File: src/rtl/stb_pkg.sv
package stb_pkg;
   // Byte offsets on the register bus
   localparam logic [7:0] OFS_CFG     = 8'h00;
   localparam logic [7:0] OFS_LOAD    = 8'h04;
   localparam logic [7:0] OFS_STAGE_H = 8'h08;
   localparam logic [7:0] OFS_STAGE_L = 8'h0C;
   localparam logic [7:0] OFS_STEP    = 8'h10;
   localparam logic [7:0] OFS_SNAPCTL = 8'h38;
   localparam logic [7:0] OFS_SNAP_H  = 8'h3C;
   localparam logic [7:0] OFS_SNAP_L  = 8'h40;
   localparam logic [7:0] OFS_IDENT   = 8'hFC;

   // Selects which per-source step is added on an advance
   typedef enum logic {SRC_XTAL = 1'b0, SRC_PLL = 1'b1} src_e;
endpackage

File: src/rtl/stb_regs.sv
module stb_regs
   import stb_pkg::*;
#(
   parameter int             ADDR_W    = 8,
   parameter int             BUS_W     = 32,
   parameter int             CNT_W     = 64,
   parameter int             STEP_W    = 10,
   parameter logic [9:0]     XTAL_RST  = 10'd80,
   parameter logic [9:0]     PLL_RST   = 10'd1,
   parameter logic [31:0]    IDENT_RST = 32'h0180_7160
) (
   input  logic              clk,
   input  logic              rst_n,
   input  logic [ADDR_W-1:0] addr_i,
   input  logic              we_i,
   input  logic [BUS_W-1:0]  wdata_i,
   output logic [BUS_W-1:0]  rdata_o,
   input  logic [CNT_W-1:0]  snap_val_i,
   input  logic              snap_valid_i,
   output logic              force_adv_o,
   output logic [STEP_W-1:0] step_xtal_o,
   output logic [STEP_W-1:0] step_pll_o,
   output logic [CNT_W-1:0]  load_val_o,
   output logic              load_pulse_o,
   output logic              snap_req_o
);
   localparam int NWORD     = CNT_W / BUS_W;
   localparam int TRIG_BIT  = BUS_W - 1;
   localparam int VALID_BIT = BUS_W - 2;
   localparam int STEP_BITS = 2 * STEP_W;
   localparam logic [ADDR_W-1:0] A_CFG     = ADDR_W'(OFS_CFG);
   localparam logic [ADDR_W-1:0] A_LOAD    = ADDR_W'(OFS_LOAD);
   localparam logic [ADDR_W-1:0] A_STAGE_H = ADDR_W'(OFS_STAGE_H);
   localparam logic [ADDR_W-1:0] A_STAGE_L = ADDR_W'(OFS_STAGE_L);
   localparam logic [ADDR_W-1:0] A_STEP    = ADDR_W'(OFS_STEP);
   localparam logic [ADDR_W-1:0] A_SNAPCTL = ADDR_W'(OFS_SNAPCTL);
   localparam logic [ADDR_W-1:0] A_SNAP_H  = ADDR_W'(OFS_SNAP_H);
   localparam logic [ADDR_W-1:0] A_SNAP_L  = ADDR_W'(OFS_SNAP_L);
   localparam logic [ADDR_W-1:0] A_IDENT   = ADDR_W'(OFS_IDENT);

   // Parameter checks made at elaboration
   if (CNT_W != 2 * BUS_W) begin : g_bad_cnt_w
      $error("stb_regs: CNT_W must be twice BUS_W");
   end
   if (STEP_BITS > BUS_W) begin : g_bad_step_w
      $error("stb_regs: two steps must fit one bus word");
   end
   if (ADDR_W < 8) begin : g_bad_addr_w
      $error("stb_regs: ADDR_W too small for the map");
   end
   if (STEP_W > 10) begin : g_bad_step_rst
      $error("stb_regs: step reset values are 10 bits wide");
   end

   logic                 cfg_force_q, cfg_regclk_q;
   logic [STEP_W-1:0]    step_x_q, step_p_q;
   logic [BUS_W-1:0]     ident_q;
   logic [BUS_W-1:0]     stage_q [NWORD];

   // Configuration word: force advance (bit 0) and register clock enable (top bit)
   always_ff @(posedge clk or negedge rst_n) begin
      if (!rst_n) begin
         cfg_force_q  <= 1'b0;
         cfg_regclk_q <= 1'b0;
      end else if (we_i && addr_i == A_CFG) begin
         cfg_force_q  <= wdata_i[0];
         cfg_regclk_q <= wdata_i[TRIG_BIT];
      end
   end

   // Per-source steps
   always_ff @(posedge clk or negedge rst_n) begin
      if (!rst_n) begin
         step_x_q <= STEP_W'(XTAL_RST);
         step_p_q <= STEP_W'(PLL_RST);
      end else if (we_i && addr_i == A_STEP) begin
         step_x_q <= wdata_i[STEP_W-1:0];
         step_p_q <= wdata_i[STEP_BITS-1:STEP_W];
      end
   end

   always_ff @(posedge clk or negedge rst_n) begin
      if (!rst_n)                           ident_q <= IDENT_RST;
      else if (we_i && addr_i == A_IDENT)   ident_q <= wdata_i;
   end

   // Staging words: word 0 is the low half, word 1 the high half
   for (genvar w = 0; w < NWORD; w++) begin : g_stage
      localparam logic [ADDR_W-1:0] WADDR = (w == 0) ? A_STAGE_L : A_STAGE_H;
      always_ff @(posedge clk or negedge rst_n) begin
         if (!rst_n)                        stage_q[w] <= '0;
         else if (we_i && addr_i == WADDR)  stage_q[w] <= wdata_i;
      end
      assign load_val_o[w*BUS_W +: BUS_W] = stage_q[w];
   end

   // Write-one triggers, active for the write cycle only
   assign load_pulse_o = we_i && (addr_i == A_LOAD)    && wdata_i[TRIG_BIT];
   assign snap_req_o   = we_i && (addr_i == A_SNAPCTL) && wdata_i[TRIG_BIT];

   assign force_adv_o = cfg_force_q;
   assign step_xtal_o = step_x_q;
   assign step_pll_o  = step_p_q;

   always_comb begin
      rdata_o = '0;
      case (addr_i)
         A_CFG: begin
            rdata_o[0]        = cfg_force_q;
            rdata_o[TRIG_BIT] = cfg_regclk_q;
         end
         A_STAGE_H: rdata_o = stage_q[1];
         A_STAGE_L: rdata_o = stage_q[0];
         A_STEP:    rdata_o[STEP_BITS-1:0] = {step_p_q, step_x_q};
         A_SNAPCTL: rdata_o[VALID_BIT] = snap_valid_i;
         A_SNAP_H:  rdata_o = snap_val_i[CNT_W-1:BUS_W];
         A_SNAP_L:  rdata_o = snap_val_i[BUS_W-1:0];
         A_IDENT:   rdata_o = ident_q;
         default:   rdata_o = '0;
      endcase
   end

   AST_STAGE_HOLD: assert property (@(posedge clk) disable iff (!rst_n)
      !we_i |=> $stable(load_val_o));
endmodule

File: src/rtl/stb_accum.sv
module stb_accum #(
   parameter int CNT_W  = 64,
   parameter int STEP_W = 10
) (
   input  logic              clk,
   input  logic              rst_n,
   input  logic              load_i,
   input  logic [CNT_W-1:0]  load_val_i,
   input  logic              adv_i,
   input  logic [STEP_W-1:0] step_i,
   output logic [CNT_W-1:0]  count_o
);
   localparam int PAD_W = CNT_W - STEP_W;

   if (STEP_W >= CNT_W) begin : g_bad_w
      $error("stb_accum: step must be narrower than the count");
   end

   logic [CNT_W-1:0] count_q;
   logic [CNT_W-1:0] step_ext;

   assign step_ext = {{PAD_W{1'b0}}, step_i};

   // A load takes priority over an advance; the sum wraps at the count width
   always_ff @(posedge clk or negedge rst_n) begin
      if (!rst_n)      count_q <= '0;
      else if (load_i) count_q <= load_val_i;
      else if (adv_i)  count_q <= count_q + step_ext;
   end

   assign count_o = count_q;

   AST_LOAD_WINS: assert property (@(posedge clk) disable iff (!rst_n)
      load_i |=> count_q == $past(load_val_i));
   AST_HOLD_IDLE: assert property (@(posedge clk) disable iff (!rst_n)
      (!load_i && !adv_i) |=> $stable(count_q));
   AST_STEP_ADD: assert property (@(posedge clk) disable iff (!rst_n)
      (!load_i && adv_i) |=> count_q == $past(count_q) + $past(step_ext));
endmodule

File: src/rtl/stb_snap.sv
module stb_snap #(
   parameter int CNT_W = 64
) (
   input  logic             clk,
   input  logic             rst_n,
   input  logic             req_i,
   input  logic [CNT_W-1:0] count_i,
   output logic [CNT_W-1:0] snap_o,
   output logic             valid_o
);
   logic [CNT_W-1:0] snap_q;
   logic             pend_q, valid_q;

   // Capture at the request edge; the flag reports valid one edge later
   always_ff @(posedge clk or negedge rst_n) begin
      if (!rst_n) begin
         snap_q  <= '0;
         pend_q  <= 1'b0;
         valid_q <= 1'b0;
      end else begin
         pend_q <= req_i;
         if (req_i) begin
            snap_q  <= count_i;
            valid_q <= 1'b0;
         end else if (pend_q) begin
            valid_q <= 1'b1;
         end
      end
   end

   assign snap_o  = snap_q;
   assign valid_o = valid_q;

   AST_SNAP_TAKE: assert property (@(posedge clk) disable iff (!rst_n)
      req_i |=> snap_q == $past(count_i));
   AST_SNAP_HOLD: assert property (@(posedge clk) disable iff (!rst_n)
      !req_i |=> $stable(snap_q));
   AST_VALID_DROP: assert property (@(posedge clk) disable iff (!rst_n)
      req_i |=> !valid_q);
   AST_VALID_RISE: assert property (@(posedge clk) disable iff (!rst_n)
      $rose(valid_q) |-> $past(req_i, 2));
endmodule

File: src/rtl/stepped_timebase.sv
module stepped_timebase
   import stb_pkg::*;
#(
   parameter int ADDR_W = 8,
   parameter int BUS_W  = 32,
   parameter int CNT_W  = 64,
   parameter int STEP_W = 10
) (
   input  logic              clk,
   input  logic              rst_n,
   input  logic [ADDR_W-1:0] bus_addr,
   input  logic              bus_we,
   input  logic [BUS_W-1:0]  bus_wdata,
   output logic [BUS_W-1:0]  bus_rdata,
   input  logic              clk_sel,
   input  logic              tick_en,
   output logic [CNT_W-1:0]  count_o
);
   logic              force_adv, load_pulse, snap_req, snap_valid, adv;
   logic [STEP_W-1:0] step_x, step_p, step_cur;
   logic [CNT_W-1:0]  load_val, count, snap_val;
   src_e              src;

   stb_regs #(.ADDR_W(ADDR_W), .BUS_W(BUS_W), .CNT_W(CNT_W), .STEP_W(STEP_W)) u_regs (
      .clk          (clk),
      .rst_n        (rst_n),
      .addr_i       (bus_addr),
      .we_i         (bus_we),
      .wdata_i      (bus_wdata),
      .rdata_o      (bus_rdata),
      .snap_val_i   (snap_val),
      .snap_valid_i (snap_valid),
      .force_adv_o  (force_adv),
      .step_xtal_o  (step_x),
      .step_pll_o   (step_p),
      .load_val_o   (load_val),
      .load_pulse_o (load_pulse),
      .snap_req_o   (snap_req)
   );

   assign src      = src_e'(clk_sel);
   assign step_cur = (src == SRC_PLL) ? step_p : step_x;
   assign adv      = force_adv | tick_en;

   stb_accum #(.CNT_W(CNT_W), .STEP_W(STEP_W)) u_accum (
      .clk        (clk),
      .rst_n      (rst_n),
      .load_i     (load_pulse),
      .load_val_i (load_val),
      .adv_i      (adv),
      .step_i     (step_cur),
      .count_o    (count)
   );

   stb_snap #(.CNT_W(CNT_W)) u_snap (
      .clk     (clk),
      .rst_n   (rst_n),
      .req_i   (snap_req),
      .count_i (count),
      .snap_o  (snap_val),
      .valid_o (snap_valid)
   );

   assign count_o = count;
endmodule

File: config.mk
export PLATFORM = sky130hd
export DESIGN_NAME = stepped_timebase
export DESIGN_NICKNAME = d
export VERILOG_FILES = /design/src/rtl/stb_pkg.sv /design/src/rtl/stb_regs.sv /design/src/rtl/stb_accum.sv /design/src/rtl/stb_snap.sv /design/src/rtl/stepped_timebase.sv
export SDC_FILE = /design/constraint.sdc
export NUM_CORES = 1
export LEC_CHECK = 0
export BUFFER_PORTS_ARGS = -buffer_cell sky130_fd_sc_hd__buf_2
export CORE_AREA = 8 8 134 186
export CTS_BUF_LIST = sky130_fd_sc_hd__clkbuf_4 sky130_fd_sc_hd__clkbuf_8
export CTS_CLUSTER_SIZE = 12
export DETAILED_ROUTE_END_ITERATION = 10
export DIE_AREA = 0 0 142 194
export GPL_ROUTABILITY_DRIVEN = 0
export PLACE_DENSITY = 0.78
export SLEW_MARGIN = 20
export SYNTH_ARGS = -nofsm -noshare
export SYNTH_HDL_FRONTEND = slang
export SYNTH_SLANG_ARGS = --single-unit
File: constraint.sdc
create_clock -name clk -period 2.6 [get_ports clk]
set_input_delay 0.39 -clock clk [delete_from_list [all_inputs] [get_ports clk]]
set_output_delay 0.39 -clock clk [all_outputs]
set_load 0.05 [all_outputs]
==> out/qor.csv <==
metric,value,unit
root_buffer,clkbuf_8,
vias,9963,
ctsLongestPathBuffers,3,
path_buf_inv,0,
grt_max_degree,67,
antenna_found_initial,1,
synth-edff-count,0,
nFillCells,1535,
holdWs,0.121,ns
r2r-start,u_regs.step_pll_o[0],
placed_cell_area,14100,um2
multi_input_area,6000,um2
stdcell_area,15400,um2
synth_warnings,0,
critPathMaxFanout,8,
areaGrowthSynthToFinish,28.6,%
via_per_inst,6.17,
fin_ws,-0.190,ns
power.density,594,nW/um2
grt_pass1_vias,10300,
post-route-util,69.4,%
cap_viol_max_count,0,
slew_headroom,63.1,%
overflow,0,
synth.top_cell.area_share,49.5,%
portBuffers,140,
fp.coreArea,22200,um2
antenna_left,0,
wl,37700,um
cp.arrival,3.23,ns
drt_iter0_markers,984,
clkTransAtPathRegs,0.06,ns
tightest_slew,0.553,ns
dr.pass1.iters,6,
hold_viol,0,
cts_tree,yes,
dieArea,27500,um2
syn_avg_cell_area,11.5,um2
start_kind,flop,
p_leak,7.56,nW
die_w,142,um
io_pins,141,
ys.flop_type,dfrtp_1,
grt.total_usage,26.3,%
crit_chain,mux2_4 > ha_4 > fa_2 > a21o_1 > a221oi_4 > a21o_4 > or3_4 > or4_1 > a31oi_1,
startpoint,u_regs.step_pll_o[0],
violations,negative setup slack,
synth_seq_cells,248,
clock.fmax,0.358,GHz
cts.htree.levels,2,
avgRoutedWirePerCell,23.3,um
drv_slew,0,
ir_drop,0.483,mV
skew,0.0377,ns
synth_area_leader_cell,dfrtp_1,
worst_path_largest_cell_delay,0.60,ns
final.setup.tns,-1.80,ns
path_delay_family,simple AND/OR/NAND/NOR gates,
hold_path_class,in2reg,
die_y,194,um
cp.required,3.04,ns
rsz0062_at_grt,true,
critPathCaptureType,flop,
drc,0,
cts_num_sinks,248,
grt_pass1_wl,57000,um
synth_cells,1040,
post-dp-hpwl,25300,um
numCtsBuffers,38,
syn-num-nets,1096,
initial_utilization,54.0,%
clk_latency,0.56,ns
synth.distinct_cells,53,
yosysSeqAreaShare,51.9,%
num_rows,65,
synthTopCellsByArea,"dfrtp_1 (49%), mux2_2 (18%), a22oi_1 (4.7%), nand2_1 (3.0%), dfstp_2 (2.4%)",
worst-setup-path-type,reg2reg,
regArea,6220,um2
min_period_over_period,107,%
cp_slowest_cell,dfstp_2,
nets,1346,
status,finished with violations,
ys_async_sr_fraction,100,%
layout_min_cycle_time,2.79,ns
drive_above_1_share,47.9,%
synthesis.area,12000,um2
finalSetupViolCount,36,
hold_start,bus_wdata[11],
## registers in the layout (all words and copies together) (netlist names)
signal               count
u_accum.count_o         64
u_regs.load_val_o       64
u_snap.snap_o           64
u_regs.ident_q          32
u_regs.step_pll_o       10
u_regs.step_xtal_o      10
u_regs.cfg_regclk_q      1
u_regs.force_adv_o       1
u_snap.pend_q            1
u_snap.valid_o           1
## synthesized netlist by cell type, types with 4 or more instances
library cell,instances
nor3_1,10
dfstp_2,11
buf_2,5
a22oi_1,75
nor4_1,16
ha_1,10
clkbuf_1,40
nor4b_1,5
nor3b_1,4
xor2_1,28
nand2_1,97
inv_1,7
nand3_1,47
buf_1,11
xnor2_1,31
nor2_1,40
a222oi_1,11
o21ai_0,52
dfrtp_1,237
a21oi_1,26
or2_2,4
nand4_1,17
mux2_2,193
a31oi_1,5
and3_1,9
## cell families after synthesis
kind of cell | share of synthesized area, %
buffers and inverters | 2.48
muxes | 18.1
DFF | 51.9
adders and majority gates | 1.21
xor gates and xnor gates | 4.31
and+or+nand+nor | 11.7
AOI/OAI and AO/OA | 10.3
## metrics by stage
stage	worst slack [ns]	cells	total power, mW
final	-0.190	1616	9.16
after global placement	-0.476	1539	5.57
after detailed placement	-0.488	1539	5.60
after CTS	-0.0900	1611	9.06
after floorplan	-0.120	1040	5.03
after global routing	-0.215	1616	9.46
## timing repair
action	4_1_cts	5_1_grt
hold buffers	1	0
endpoints found under the setup margin	63	74
buffers inserted	6	6
pin swaps	11	43
endpoints found under the hold margin	57	0
cloned	2	0
gates resized for setup	29	88
## layout make-up
type	instances	area share (%)
diodes	1	0.0162
clock buffers	61	4.92
clock inverters	3	0.276
inverters	7	0.170
multi-input cells	724	38.9
flip-flops and latches	248	40.4
well taps	301	2.44
repair buffers	271	12.9
## worst register-to-register path, cell delays in order, from the launching register on
cell and delay [ns]:
dfstp_2 0.60, mux2_4 0.19, ha_4 0.15, fa_2 0.23, a21o_1 0.19, a221oi_4 0.10, a21o_4 0.28, or3_4 0.35
or4_1 0.42, a31oi_1 0.17
## layout by cell type (no fill, tap or decap), types with 24 or more instances in the layout
cell type,n
dfrtp_1,234
mux2_2,184
buf_4,118
buf_2,117
nand2_1,97
a22oi_1,75
clkbuf_8,48
nor2_1,38
o21ai_0,33
xnor2_1,28
xor2_1,27
nand3_1,24
nand3_2,24
## power breakdown
| part | total (mW) | leakage [nW] | switching, mW | internal [mW] |
|---|---|---|---|---|
| logic | 1.43 | 3.76 | 0.845 | 0.585 |
| registers | 4.27 | 3.38 | 0.225 | 4.04 |
| clock network | 3.46 | 0.423 | 1.52 | 1.93 |
| total | 9.16 | 7.56 | 2.59 | 6.56 |
## routing by layer
metal	vias up	share of wire, %	track usage [%]
met1	5015	36	30.6
met3	137	6.6	3.99
met5	-	0	0
li1	4334	-	-
met2	477	52	45.9
met4	0	5.4	13.6
## worst paths after layout
kind                                          to  slack [ns]  cells past startpoint
max in group asynchronous  u_regs.step_xtal_o[6]        1.35                      3
max reg2reg                  u_accum.count_o[58]       -0.19                      9
min reg2reg                       u_snap.valid_o        0.48                      2
min in group asynchronous      u_snap.snap_o[13]        0.40                      2
max                          u_accum.count_o[58]       -0.19                      9
min                         u_regs.step_pll_o[1]        0.12                      2
No activity file was read; power rests on OpenSTA's default activity.
